[config.mk]
export PLATFORM = sky130hd
export DESIGN_NAME = dl_tx_circ_buf
export DESIGN_NICKNAME = d
export VERILOG_FILES = /design/src/rtl/dl_tx_pkg.sv /design/src/rtl/dl_tx_slot_gate.sv /design/src/rtl/dl_tx_store.sv /design/src/rtl/dl_tx_seq.sv /design/src/rtl/dl_tx_circ_buf.sv
export SDC_FILE = /design/constraint.sdc
export NUM_CORES = 1
export LEC_CHECK = 0
export BUFFER_PORTS_ARGS = -buffer_cell sky130_fd_sc_hd__buf_2
export CORE_ASPECT_RATIO = 0.75
export CORE_MARGIN = 4
export CORE_UTILIZATION = 31
export DETAILED_ROUTE_END_ITERATION = 10
export PLACE_DENSITY = 0.46
export SLEW_MARGIN = 30
export SYNTH_ARGS = -nofsm -noshare
export SYNTH_HDL_FRONTEND = slang
export SYNTH_SLANG_ARGS = --single-unit
[constraint.sdc]
create_clock -name clk_i -period 3.6 [get_ports clk_i]
set_clock_uncertainty 0.05 [all_clocks]
set_input_delay 0.54 -clock clk_i [delete_from_list [all_inputs] [get_ports clk_i]]
set_output_delay 0.54 -clock clk_i [all_outputs]
set_load 0.03 [all_outputs]
[src/rtl/dl_tx_pkg.sv]
package dl_tx_pkg;
  localparam int unsigned BYTE_W = 8;

  typedef enum logic {
    PACK6 = 1'b0,
    PACK8 = 1'b1
  } pack_e;

  function automatic logic [2:0] last_bit(input pack_e p);
    return (p == PACK8) ? 3'd7 : 3'd5;
  endfunction
endpackage

[src/rtl/dl_tx_slot_gate.sv]
module dl_tx_slot_gate #(
  parameter int SLOT_BITS = 8
) (
  input  logic                         ovh_sel_i,
  input  logic                         ovh_bit_i,
  input  logic                         slot_bit_i,
  input  logic [$clog2(SLOT_BITS)-1:0] slot_pos_i,
  input  logic [SLOT_BITS-1:0]         bit_mask_i,
  output logic                         take_o
);
  localparam int PW = $clog2(SLOT_BITS);

  logic [SLOT_BITS-1:0] hit;

  for (genvar g = 0; g < SLOT_BITS; g++) begin : g_pos
    assign hit[g] = slot_bit_i && bit_mask_i[g] && (slot_pos_i == PW'(g));
  end

  // overhead channel bypasses the mask
  assign take_o = ovh_sel_i ? ovh_bit_i : |hit;
endmodule

[src/rtl/dl_tx_store.sv]
module dl_tx_store #(
  parameter int DEPTH = 64
) (
  input  logic                              clk_i,
  input  logic                              we_i,
  input  logic [$clog2(DEPTH):0]            waddr_i,
  input  logic [dl_tx_pkg::BYTE_W-1:0]      wdata_i,
  input  logic [$clog2(DEPTH):0]            raddr_i,
  output logic [dl_tx_pkg::BYTE_W-1:0]      rdata_o
);
  localparam int ENTRIES = 2 * DEPTH;

  logic [dl_tx_pkg::BYTE_W-1:0] mem_q [ENTRIES];

  always_ff @(posedge clk_i) begin
    if (we_i) mem_q[waddr_i] <= wdata_i;
  end

  assign rdata_o = mem_q[raddr_i];
endmodule

[src/rtl/dl_tx_seq.sv]
module dl_tx_seq
  import dl_tx_pkg::*;
#(
  parameter int DEPTH = 64
) (
  input  logic                   clk_i,
  input  logic                   rst_ni,
  input  logic                   rep_i,
  input  logic                   pack8_i,
  input  logic                   wr_i,
  input  logic                   eom_i,
  input  logic                   mf_i,
  input  logic                   take_i,
  input  logic [BYTE_W-1:0]      rdata_i,
  output logic                   we_o,
  output logic [$clog2(DEPTH):0] waddr_o,
  output logic [$clog2(DEPTH):0] raddr_o,
  output logic                   bit_o,
  output logic                   ovf_o
);
  localparam int AW = $clog2(DEPTH);
  localparam int CW = AW + 1;
  localparam logic [CW-1:0] FULL = CW'(DEPTH);

  // repeat-mode state
  logic          play_bank_q, act_q, pend_q;
  logic [CW-1:0] play_len_q, pend_len_q, wcnt_q;
  logic [AW-1:0] rd_q;
  // fifo-mode state
  logic [AW-1:0] f_wr_q, f_rd_q;
  logic [CW-1:0] f_cnt_q;
  // shared
  logic [2:0]    bit_q;
  logic          ovf_q;

  logic          swap, have, step, byte_end, rd_wrap, pop;
  logic          c_acc, f_acc, drop_full, commit;
  logic          e_bank;
  logic [AW-1:0] e_rd;
  logic [2:0]    e_bit, nxt_bit;
  logic [CW-1:0] e_len;

  function automatic logic [AW-1:0] ptr_inc(input logic [AW-1:0] p);
    return (p == AW'(DEPTH - 1)) ? '0 : p + AW'(1);
  endfunction

  // a pending commit takes over in the boundary cycle itself
  assign swap   = rep_i && mf_i && pend_q;
  assign e_bank = swap ? ~play_bank_q : play_bank_q;
  assign e_rd   = swap ? '0 : rd_q;
  assign e_bit  = swap ? '0 : bit_q;
  assign e_len  = swap ? pend_len_q : play_len_q;

  assign have     = rep_i ? (swap || act_q) : (f_cnt_q != '0);
  assign step     = take_i && have;
  assign byte_end = (e_bit == last_bit(pack_e'(pack8_i)));
  assign nxt_bit  = byte_end ? 3'd0 : e_bit + 3'd1;
  assign rd_wrap  = ({1'b0, e_rd} == e_len - CW'(1));
  assign pop      = !rep_i && step && byte_end;

  assign c_acc     = rep_i && wr_i && !pend_q && (wcnt_q != FULL);
  assign f_acc     = !rep_i && wr_i && (f_cnt_q != FULL);
  assign drop_full = wr_i && (rep_i ? (!pend_q && wcnt_q == FULL) : (f_cnt_q == FULL));
  assign commit    = rep_i && eom_i && !pend_q && ((wcnt_q != '0) || c_acc);

  assign we_o    = c_acc || f_acc;
  assign waddr_o = rep_i ? {~play_bank_q, wcnt_q[AW-1:0]} : {1'b0, f_wr_q};
  assign raddr_o = rep_i ? {e_bank, e_rd} : {1'b0, f_rd_q};
  assign bit_o   = have ? rdata_i[e_bit] : 1'b1;
  assign ovf_o   = ovf_q;

  always_ff @(posedge clk_i or negedge rst_ni) begin
    if (!rst_ni) begin
      play_bank_q <= 1'b0;
      act_q       <= 1'b0;
      pend_q      <= 1'b0;
      play_len_q  <= '0;
      pend_len_q  <= '0;
      wcnt_q      <= '0;
      rd_q        <= '0;
      f_wr_q      <= '0;
      f_rd_q      <= '0;
      f_cnt_q     <= '0;
      bit_q       <= '0;
      ovf_q       <= 1'b0;
    end else begin
      if (drop_full) ovf_q <= 1'b1;
      bit_q <= step ? nxt_bit : e_bit;
      if (rep_i) begin
        if (commit) begin
          pend_q     <= 1'b1;
          pend_len_q <= wcnt_q + CW'(c_acc);
          wcnt_q     <= '0;
        end else if (c_acc) begin
          wcnt_q <= wcnt_q + CW'(1);
        end
        if (swap) begin
          play_bank_q <= ~play_bank_q;
          play_len_q  <= pend_len_q;
          act_q       <= 1'b1;
          pend_q      <= 1'b0;
        end
        if (step && byte_end) rd_q <= rd_wrap ? '0 : e_rd + AW'(1);
        else                  rd_q <= e_rd;
      end else begin
        if (f_acc) f_wr_q <= ptr_inc(f_wr_q);
        if (pop)   f_rd_q <= ptr_inc(f_rd_q);
        f_cnt_q <= f_cnt_q + CW'(f_acc) - CW'(pop);
      end
    end
  end
endmodule

[src/rtl/dl_tx_circ_buf.sv]
module dl_tx_circ_buf
  import dl_tx_pkg::*;
#(
  parameter int DEPTH     = 64,
  parameter int SLOT_BITS = 8
) (
  input  logic                         clk_i,
  input  logic                         rst_ni,
  input  logic                         repeat_en_i,
  input  logic                         pack8_i,
  input  logic                         wr_en_i,
  input  logic [BYTE_W-1:0]            wr_data_i,
  input  logic                         eom_i,
  input  logic [SLOT_BITS-1:0]         bit_mask_i,
  input  logic                         ovh_sel_i,
  input  logic                         slot_bit_i,
  input  logic [$clog2(SLOT_BITS)-1:0] slot_pos_i,
  input  logic                         ovh_bit_i,
  input  logic                         mf_start_i,
  output logic                         dl_vld_o,
  output logic                         dl_bit_o,
  output logic                         overflow_o
);
  localparam int AW = $clog2(DEPTH);

  logic              take, line_bit, we;
  logic [AW:0]       waddr, raddr;
  logic [BYTE_W-1:0] rdata;
  logic              vld_q, bit_q;

  dl_tx_slot_gate #(.SLOT_BITS(SLOT_BITS)) u_gate (
    .ovh_sel_i  (ovh_sel_i),
    .ovh_bit_i  (ovh_bit_i),
    .slot_bit_i (slot_bit_i),
    .slot_pos_i (slot_pos_i),
    .bit_mask_i (bit_mask_i),
    .take_o     (take)
  );

  dl_tx_store #(.DEPTH(DEPTH)) u_store (
    .clk_i   (clk_i),
    .we_i    (we),
    .waddr_i (waddr),
    .wdata_i (wr_data_i),
    .raddr_i (raddr),
    .rdata_o (rdata)
  );

  dl_tx_seq #(.DEPTH(DEPTH)) u_seq (
    .clk_i   (clk_i),
    .rst_ni  (rst_ni),
    .rep_i   (repeat_en_i),
    .pack8_i (pack8_i),
    .wr_i    (wr_en_i),
    .eom_i   (eom_i),
    .mf_i    (mf_start_i),
    .take_i  (take),
    .rdata_i (rdata),
    .we_o    (we),
    .waddr_o (waddr),
    .raddr_o (raddr),
    .bit_o   (line_bit),
    .ovf_o   (overflow_o)
  );

  always_ff @(posedge clk_i or negedge rst_ni) begin
    if (!rst_ni) begin
      vld_q <= 1'b0;
      bit_q <= 1'b1;
    end else begin
      vld_q <= take;
      bit_q <= take ? line_bit : 1'b1;
    end
  end

  assign dl_vld_o = vld_q;
  assign dl_bit_o = bit_q;
endmodule

; Yosys cells after proc, flatten, opt, wreduce, memory -nomap -nowiden
; Memory sizes are Yosys's and may differ from the RTL's.
; Index checks and enable logic that the tools add are counted.
[classes]
n_eq_ne = 15
n_lt_le_gt_ge = 1
n_mul = 0
n_div = 0
n_addsub = 9
reduce_logical = 49
n_bitwise = 2
mux = 26
n_shift = 0
[op_table]
columns = op, count
row1 = 7-bit 2-to-1 mux, 5
row2 = 1-bit logical AND, 32
row3 = 6-bit 2-to-1 mux, 5
row4 = 6-bit by 1-bit adder with 6-bit output (second input constant), 3
row5 = 7-bit by 1-bit adder with 7-bit output, 2
row6 = 7-bit == test (second input constant), 2
row7 = 7-bit inequality test (second input constant), 2
row8 = 7-bit nonzero test, 2
row9 = 3-bit == test (second input constant), 4
row10 = 6-bit == test (second input constant), 2
row11 = 2-bit AND reduction, 6
row12 = 1-bit 2-to-1 mux, 11
row13 = 3-bit 2-to-1 mux, 3
row14 = 8-bit OR reduction, 1
row15 = 7-bit by 1-bit adder with 7-bit output (second input constant), 1
row16 = 6-bit by 7-bit == test with 1-bit output, 1
row17 = 7-bit by 1-bit subtractor with 7-bit output, 1
row18 = 7-bit by 1-bit subtractor with 7-bit output (second input constant), 1
row19 = 3-bit by 2-bit == test with 1-bit output (second input constant), 2
row20 = 3-bit by 4-bit < comparator with 1-bit output (second input constant), 1
row21 = 2-bit nonzero test, 2
row22 = 3-bit by 1-bit adder with 3-bit output (second input constant), 1
row23 = 1-bit binary-select mux with 3-bit select, 1
row24 = 3-bit by 1-bit == test with 1-bit output (second input constant), 1
row25 = other kinds (6), 10
[totals]
n_memories = 1
latchBits = 0
romBits = 0
ram_bits = 1024
ff_bits = 55
inputBits = 29
elab_cells = 117
[memory_table]
columns = name, words, width, read_ports, rd_clocked_by_memory_dff, write_ports, line
row1 = u_store.mem_q, 128, 8, 1, 0, 1, dl_tx_store.sv:13  ; logic [dl_tx_pkg::BYTE_W-1:0] mem_q [ENTRIES];

; Depth between registers and ports, before layout
; Gate-level depths: netlist (run 1).
; An unclocked memory read counts as a cell.
[depth]
depth_word = 9
ltp_mapped = 17
depth_no_buf = 17

; Modules after synthesis
; Synthesis (run 1) repeated with hierarchy kept, for this count alone.
[unflattened]
cells_unflattened = 2017
area_unflattened_um2 = 43006.2
[modules_own_cells]
columns = module, cells_each, area_per_inst_um2, n_inst
row1 = dl_tx_store, 1627, 39505.4, 1
row2 = dl_tx_seq, 379, 3364.5, 1
row3 = dl_tx_slot_gate, 8, 78.8, 1
row4 = dl_tx_circ_buf, 3, 57.6, 1

; Worst setup path after synthesis (run 1)
; No wires, ideal clock.
[synth_timing]
path_kind = input -> register
from = input slot_pos_i[1]
to = register u_seq.f_cnt_q[6]
t_arrival_ps = 3912
cell_stages = 17
required_ps = 3471
setup_ps = 79
slack_ps = -441
path_cell_list = mux4_2 mux2_2 nand2_1 o21ai_2 o311ai_1 nor4_2 ha_1 inv_1 ha_1 fa_1 a21oi_1 nor2_1 o21ai_0 a21oi_1 or3_1 a21oi_1 xor2_1
[synth_between]
elab_chain_len = 8
word_cells_on_any_way = 22
classes_between = add/sub (1) / eq/ne (7) / mux (1) / reduce/logical (13)
[synth_lines]
columns = element, line
row1 = start: declaration, dl_tx_circ_buf.sv:17  ; input logic [$clog2(SLOT_BITS)-1:0] slot_pos_i,
row2 = "3-bit by 1-bit == test with 1-bit output, or another cell as far along", dl_tx_slot_gate.sv:16  ; assign hit[g] = slot_bit_i && bit_mask_i[g] && (slot_pos_i == PW'(g));
row3 = 1-bit logical AND, dl_tx_slot_gate.sv:16
row4 = 8-bit OR reduction *, dl_tx_slot_gate.sv:20  ; assign take_o = ovh_sel_i ? ovh_bit_i : |hit;
row5 = 1-bit 2-to-1 mux *, dl_tx_slot_gate.sv:20
row6 = named net take, dl_tx_circ_buf.sv:26  ; logic take, line_bit, we;
row7 = 1-bit logical AND *, dl_tx_seq.sv:55  ; assign step = take_i && have;
row8 = 1-bit logical AND * (2 in series), dl_tx_seq.sv:59  ; assign pop = !rep_i && step && byte_end;
row9 = 7-bit by 1-bit subtractor with 7-bit output *, dl_tx_seq.sv:108  ; f_cnt_q <= f_cnt_q + CW'(f_acc) - CW'(pop);
row10 = end signal: assignment, dl_tx_seq.sv:108
row11 = end: declaration, dl_tx_seq.sv:31  ; logic [CW-1:0] f_cnt_q;
; Mark *: on every way through the listed nets, which the timed path passes. The rest lies on a longest branch.
; A chain may end at the register's enable or synchronous reset.

; Worst setup path after layout (run 1)
[layout_timing]
from = register u_seq.pend_q
to = register bit_q, in the netlist dl_bit_o
[layout_between]
elab_chain_len = 8
word_cells_on_any_way = 12
classes_between = mux (9) / reduce/logical (2) / memory (1)
[layout_lines]
columns = element, line
row1 = start: declaration, dl_tx_seq.sv:26  ; logic play_bank_q, act_q, pend_q;
row2 = start signal: assignment, dl_tx_seq.sv:76  ; pend_q <= 1'b0;
row3 = start signal: assignment, dl_tx_seq.sv:91  ; pend_q <= 1'b1;
row4 = start signal: assignment, dl_tx_seq.sv:101  ; pend_q <= 1'b0;
row5 = 1-bit logical AND *, dl_tx_seq.sv:48  ; assign swap = rep_i && mf_i && pend_q;
row6 = 6-bit 2-to-1 mux / 1-bit 2-to-1 mux (equally long branches), "dl_tx_seq.sv:50, dl_tx_seq.sv:49"
row7 = 7-bit 2-to-1 mux, dl_tx_seq.sv:68  ; assign raddr_o = rep_i ? {e_bank, e_rd} : {1'b0, f_rd_q};
row8 = memory read 128 x 8 bit, --
row9 = 1-bit binary-select mux with 3-bit select, dl_tx_seq.sv:69  ; assign bit_o = have ? rdata_i[e_bit] : 1'b1;
row10 = 1-bit 2-to-1 mux (implied by the code), dl_tx_seq.sv:69
row11 = 1-bit 2-to-1 mux *, dl_tx_seq.sv:69
row12 = 1-bit 2-to-1 mux *, dl_tx_circ_buf.sv:72  ; bit_q <= take ? line_bit : 1'b1;
row13 = end signal: assignment, dl_tx_circ_buf.sv:72
row14 = end: declaration, dl_tx_circ_buf.sv:29  ; logic vld_q, bit_q;
; Every way passes the cells marked *; elsewhere a longest branch is shown, timed or not. The select of a mux whose other input is x is not followed.

==> results_dict.tcl, run 1 <==
set metrics [dict create \
    synth_seq_cells 1079 \
    required_ps 4170 \
    seq_area_um2 32100 \
    ys_seq_area_share_pct 72.2 \
    grt_max_degree 67 \
    worst_pin_slew_ps 933 \
    routed_wl_um 145000 \
    finalNetCount 3515 \
    place_congestion 0.871 \
    netlist_instances 2985 \
    core_area_um2 143000 \
    first_iter_violations 3211 \
    fin_crit_ps 3570 \
    h-tree-depth 3 \
    start_util_pct 31.2 \
    antenna_found_initial 6 \
    area_growth_pct 21.9 \
    arrival_ps 4140 \
    grt_pass1_wl_um 207000 \
    row_count 120 \
    cts_buffers 106 \
    multiInputGateArea_um2 11300 \
    vias 28200 \
    clk_latency_ps 720 \
    setup.worst_path.class "register to register" \
    layout_commonest_cell "edfxtp_1" \
    cts.sinks 1079 \
    ios 32 \
    clockBufferDepth 3 \
    layout_common_cells "edfxtp_1, nand2_1, buf_4, nor2_1, nand3_1" \
    ir_drop_v 0.000360 \
    fp.dieArea_um2 150000 \
    max_slew_margin_pct 37.6 \
    final_util_pct 38.0 \
    layout_setup_ws_ps 32.9 \
    status "finished clean" \
    syn_nets 3033 \
    drcViolationCount 0 \
    p_leak_nw 19.0 \
    fp.dieW_um 445 \
    synthesis.area_um2 44500 \
    wl_per_cell_um 26.5 \
    vias_per_cell 5.18 \
    overflow 0 \
    clkTransAtPathRegs_ps 60 \
    timing.hold.ws_ps 153 \
    period_share_pct 99.1 \
    synth_cell_types 84 \
    die_h_um 336 \
    layout-drive-gt1-share_pct 23.9 \
    worstHoldPathType "input pin to register" \
    crit_path_max_fanout 24 \
    portBuffers 31 \
    cts_tree "done" \
    setup_viol 0 \
    start_kind "register" \
    synth-main-ff-cell "edfxtp_1" \
    finalHoldViolCount 0 \
    async_reset_ff_share_pct 5.10 \
    fillers 13500 \
    yosys_warnings 0 \
    first_pass_iters 6 \
    dp_cells 5248 \
    setup_tns_ps 0 \
    crit_path_end_kind "register" \
    syn_avg_cell_area_um2 14.9 \
    drv_slew 0 \
    fmax_mhz 280 \
    post-dp-hpwl_um 98000 \
    grt_pass1_vias 27200 \
    maxCapViolations 0 \
    dp_slack_ps -269 \
    final_antenna_net_count 0 \
    powerDensity_nw_per_um2 646 \
    synth_edf_count 1024 \
    root_buffer "clkbuf_16" \
    final_cells 5450 \
    track_usage_pct 19.1 \
]
==> path summary, 6_finish.rpt <==
check,from,end,slack (ps),cells past startpoint
min,ovh_sel_i,dl_vld_o$_DFF_PN0_,150,3
max,u_seq.pend_q$_DFFE_PN0P_,dl_bit_o$_DFF_PN1_,30,16
min in group asynchronous,rst_ni,u_seq.wcnt_q[1]$_DFFE_PN0P_,370,2
max reg2reg,u_seq.pend_q$_DFFE_PN0P_,dl_bit_o$_DFF_PN1_,30,16
max in group asynchronous,rst_ni,u_seq.f_rd_q[4]$_DFFE_PN0P_,2260,3
min reg2reg,u_seq.ovf_o$_DFFE_PN0P_,u_seq.ovf_o$_DFFE_PN0P_,410,1
==> flip-flops by register name, summed over array words and instances (netlist names) <==
name and cells:
u_store.mem_q 1024, u_seq.f_cnt_q 7, u_seq.pend_len_q 7, u_seq.play_len_q 7
u_seq.wcnt_q 7, u_seq.f_rd_q 6, u_seq.f_wr_q 6, u_seq.rd_q 6
u_seq.bit_q 3, dl_bit_o 1, dl_vld_o 1, u_seq.act_q 1
u_seq.ovf_o 1, u_seq.pend_q 1, u_seq.play_bank_q 1
==> per-stage QoR <==
step           instance area (µm²)  power (mW)
2_1_floorplan                44500        19.2
3_3_place_gp                 50600        23.6
3_5_place_dp                 50600        23.6
4_1_cts                      54200        35.2
6_report                     54200        35.0
5_1_grt                      54200        36.4
==> synth_stat cells, types with 6 or more instances <==
| library cell | n | area share [%] |
|---|---|---|
| o22ai_1 | 18 | 0.25 |
| clkbuf_1 | 38 | 0.32 |
| mux2i_1 | 130 | 2.9 |
| a32o_1 | 7 | 0.16 |
| a32oi_1 | 24 | 0.47 |
| a22oi_1 | 19 | 0.32 |
| nor4_1 | 13 | 0.18 |
| mux4_2 | 74 | 3.7 |
| a31oi_1 | 27 | 0.38 |
| o221ai_1 | 25 | 0.49 |
| a211oi_1 | 20 | 0.34 |
| dfrtp_1 | 54 | 3.0 |
| inv_1 | 32 | 0.27 |
| xnor2_1 | 14 | 0.28 |
| nand4_1 | 54 | 0.76 |
| nand3_1 | 132 | 1.5 |
| a2111oi_0 | 10 | 0.20 |
| a311oi_1 | 10 | 0.20 |
| edfxtp_1 | 1024 | 69 |
| nor2_1 | 194 | 1.6 |
| buf_1 | 10 | 0.084 |
| mux4_1 | 9 | 0.53 |
| buf_2 | 72 | 0.81 |
| buf_12 | 6 | 0.27 |
| a21oi_1 | 127 | 1.4 |
| nand2_1 | 517 | 4.4 |
| buf_4 | 20 | 0.34 |
| or3_1 | 9 | 0.13 |
| mux2_2 | 18 | 0.46 |
| a22o_1 | 6 | 0.12 |
| o21ai_0 | 56 | 0.63 |
| a221oi_1 | 9 | 0.18 |
| nor3_1 | 37 | 0.42 |
| o2111ai_1 | 11 | 0.22 |
| and3_1 | 8 | 0.11 |
| o31ai_1 | 11 | 0.19 |
| xor2_1 | 11 | 0.22 |
| buf_6 | 18 | 0.46 |
| ha_1 | 18 | 0.51 |
| buf_8 | 6 | 0.20 |
==> final cells by class <==
cell class	instances	share of cell area [%]
antenna	6	0.0277
clock buffer	127	5.04
clock inverter	67	1.44
inverter	34	0.235
multi-input combinational	1702	20.9
sequential	1079	59.2
tap	1891	4.36
timing repair buffer	544	8.77
==> power breakdown <==
group	internal, mW	switching [mW]
Clock	6.57	4.93
Combinational	3.65	5.59
Sequential	14.0	0.267
==> kinds of logic after synthesis <==
group | after synthesis | synth area share (%)
AO/OA/AOI/OAI | 426 | 6.57
XOR/XNOR | 25 | 0.492
adder cells (fa/ha/maj) | 19 | 0.551
buffers and inverters | 204 | 2.77
flip-flops | 1079 | 72.2
multiplexers | 231 | 7.66
AND/OR/NAND/NOR | 1001 | 9.76
==> routing by layer <==
| layer | track usage, % | up-vias | share of wire [%] |
|---|---|---|---|
| met5 | 0 | - | 0.0083 |
| met4 | 4.65 | 2 | 2.3 |
| met3 | 5.29 | 191 | 9.2 |
| met1 | 29.8 | 14400 | 48 |
| li1 | - | 12500 | - |
| met2 | 26.0 | 1137 | 40 |
==> repair_timing <==
item | 4_1_cts | 5_1_grt
hold endpoints to repair | 29 | 0
gates resized for setup | 2 | 16
pin swaps | 0 | 1
setup endpoints to repair | 1 | 2
hold buffers | 2 | 0
buffers inserted | 0 | 0
==> critical path: stages, from the launching register on <==
cell      delay, ps
dfrtp_2         460
buf_4           170
a21boi_4        260
a21oi_4         140
buf_12          190
buf_12          170
nand2_1         110
buf_4           240
a21oi_1          70
nor4_1          460
o22ai_1         190
buf_4           190
nor2_1          210
buf_4           180
nor4_1           40
nand4_1         170
a41oi_1         140
Note: power is estimated with default switching activity, not from simulation.
==> inputs of run 2 (changes only) <==
- PLACE_DENSITY: 0.46 -> 0.45
- clock period: 3.6 -> 4.3 ns (I/O delays scaled with it)
==> run 2 against run 1 <==
Against the previous run: critical path depth fell by 5; worst setup slack improved by 220 ps; wire length grew 2.7%; global-route usage rose by 0.41 points; power shrank 18%; count of clock-buffer cells in the layout is 4 higher; first-iteration DRC count is 17% higher; largest cell class unchanged.
==> results_dict.tcl, run 2 (synthesized netlist as in run 1, its figures left out) <==
set metrics [dict create \
    stdcell_area_um2 52600 \
    track_usage_pct 19.6 \
    grt_pass1_vias 27600 \
    slowest_stage "nor2_1" \
    core_area_um2 143000 \
    crit_buf_inv 3 \
    arrival_ps 4640 \
    r2r_end "dl_bit_o$_DFF_PN1_" \
    cp_top_family "simple AND/OR/NAND/NOR gates" \
    crit_path_end_kind "register" \
    first_iter_violations 3768 \
    fp.dieArea_um2 150000 \
    row_count 120 \
    wl_per_cell_um 28.1 \
    crit_path_max_fanout 8 \
    final_cells 5285 \
    critical_path_cell_count 11 \
    vias 28400 \
    grt_pass1_wl_um 211000 \
    internal-power_mw 19.6 \
    finalNetCount 3347 \
    worstHoldPathType "input pin to register" \
    place_congestion 0.881 \
    vias_per_cell 5.37 \
    h-tree-depth 3 \
    drcViolationCount 0 \
    area_growth_pct 18.2 \
    final_antenna_net_count 0 \
    fillers 13500 \
    post-dp-hpwl_um 98700 \
    maxCapViolations 0 \
    powerDensity_nw_per_um2 544 \
    reg2reg_depth 11 \
    clock_power_share_pct 33.2 \
    cts.sinks 1079 \
    fin_crit_ps 4050 \
    cts_setup_buffers 0 \
    cts_buffers 104 \
    start_util_pct 31.2 \
    finalHoldViolCount 0 \
    top_register "u_store.mem_q" \
    power_switching_mw 9.01 \
    start_kind "register" \
    setup.worst_path.class "register to register" \
    clockBufferDepth 3 \
    fmax_mhz 247 \
    dp_slack_ps -50.2 \
    layout_commonest_cell "edfxtp_1" \
    combPwrFrac_pct 24.7 \
    rsz0062_at_grt "no" \
    ios 32 \
    dp_cells 5083 \
    overflow 0 \
    cts_tree "done" \
    grt_max_degree 129 \
    layout_common_cells "edfxtp_1, nand2_1, buf_4, nor2_1, nand3_1" \
    clk_latency_ps 730 \
    status "finished clean" \
    path_cells "and2_1 -> a2bb2oi_2 -> buf_12 -> buf_4 -> nand2_2 -> buf_4 -> nor2_1 -> nand4_1 -> nand4_1 -> o211ai_1 -> a41oi_1" \
    worst_pin_slew_ps 1070 \
    period_share_pct 94.1 \
    p_leak_nw 18.0 \
    max_stage_delay_ps 820 \
    placed_cell_area_um2 49100 \
    layout-drive-gt1-share_pct 19.9 \
    root_buffer "clkbuf_16" \
    startpoint "u_seq.pend_q$_DFFE_PN0P_" \
    routed_wl_um 148000 \
    die_h_um 336 \
    largest_register_ffs 1024 \
    required_ps 4900 \
    netSwitchingFraction_pct 31.5 \
    antenna_found_initial 12 \
    first_pass_iters 5 \
    reg2reg_slack_ps 250 \
    ir_drop_v 0.000321 \
    setup_viol 0 \
    portBuffers 31 \
    pwr-share-seq_pct 42.1 \
    max_slew_margin_pct 28.5 \
    layout_setup_ws_ps 253 \
    crit_end "dl_bit_o$_DFF_PN1_" \
    clkTransAtPathRegs_ps 70 \
    drv_slew 0 \
    r2r_start "u_seq.pend_q$_DFFE_PN0P_" \
    fp.dieW_um 445 \
]
-- run 2: cell types whose count changed in the layout (fill, tap and decap cells not counted), moves of 4 or more --
cell       delta
clkbuf_1      -5
nor2_1        +5
clkinv_1      -6
clkbuf_8      +6
clkbuf_4      +4
bufinv_16     -4
buf_4       -144
buf_12       -20
clkinv_2      +7
nor2_2        -4
-- run 2: layout make-up --
type / instances / area [µm²] / area share [%]
antenna: 3 / 7.51 / 0.0143
clock buffer: 131 / 2800 / 5.33
clock inverter: 67 / 699 / 1.33
inverter: 34 / 128 / 0.243
multi-input combinational: 1702 / 11200 / 21.3
sequential: 1079 / 32100 / 61.1
tap: 1891 / 2370 / 4.50
timing repair buffer: 378 / 3240 / 6.16
-- run 2: worst min path at each step --
| stage | startpoint | end | slack [ps] | cells after the start |
|---|---|---|---|---|
| global route | ovh_sel_i | dl_vld_o$_DFF_PN0_ | 60 | 2 |
| CTS | ovh_sel_i | dl_vld_o$_DFF_PN0_ | 20 | 2 |
| global placement | u_seq.ovf_o$_DFFE_PN0P_ | u_seq.ovf_o$_DFFE_PN0P_ | 390 | 1 |
| finish | ovh_sel_i | dl_vld_o$_DFF_PN0_ | 90 | 2 |
| detailed placement | u_seq.ovf_o$_DFFE_PN0P_ | u_seq.ovf_o$_DFFE_PN0P_ | 420 | 1 |
| floorplan | rst_ni | dl_vld_o$_DFF_PN0_ | 300 | 0 |
-- run 2: routing by layer --
layer | part of all wire (%) | vias up | GRT usage, %
li1 | - | 12200 | -
met4 | 2.1 | 2 | 4.58
met5 | 0.0088 | - | 0
met2 | 42 | 1271 | 27.9
met3 | 8.9 | 214 | 4.95
met1 | 47 | 14800 | 29.8
-- run 2: through the flow --
step                      setup TNS [ps]  util, %  hold WS [ps]  power [mW]
after global routing                   0     36.9          56.0        29.7
after CTS                              0     36.9          23.8        28.7
after floorplan                        0        -           299        16.1
after detailed placement           -50.2     34.4           416        19.2
final                                  0     36.9          87.0        28.6
after global placement              -307     34.4           388        19.2
-- run 2: power groups by stage --
stage                     Sequential, mW  Combinational (mW)  Clock, mW
after floorplan                     12.1                3.97          0
after global placement              12.2                6.94          0
after detailed placement            12.2                6.98          0
after CTS                           12.0                7.02       9.71
after global routing                12.0                7.47       10.2
final                               12.0                7.06       9.50
-- run 2: what timing repair did --
item	4_1_cts	5_1_grt
endpoints found under the hold margin	25	0
gates resized for setup	0	1
setup endpoints to repair	0	1
hold buffers	1	0
-- run 2: worst register-to-register path, delay by kind of cell, from the launching register on --
| family | cells | cell delay (ps) |
|---|---|---|
| simple gates | 5 | 2240 |
| compound gates | 3 | 600 |
| buf+inv | 3 | 580 |
| flops | 1 | 510 |
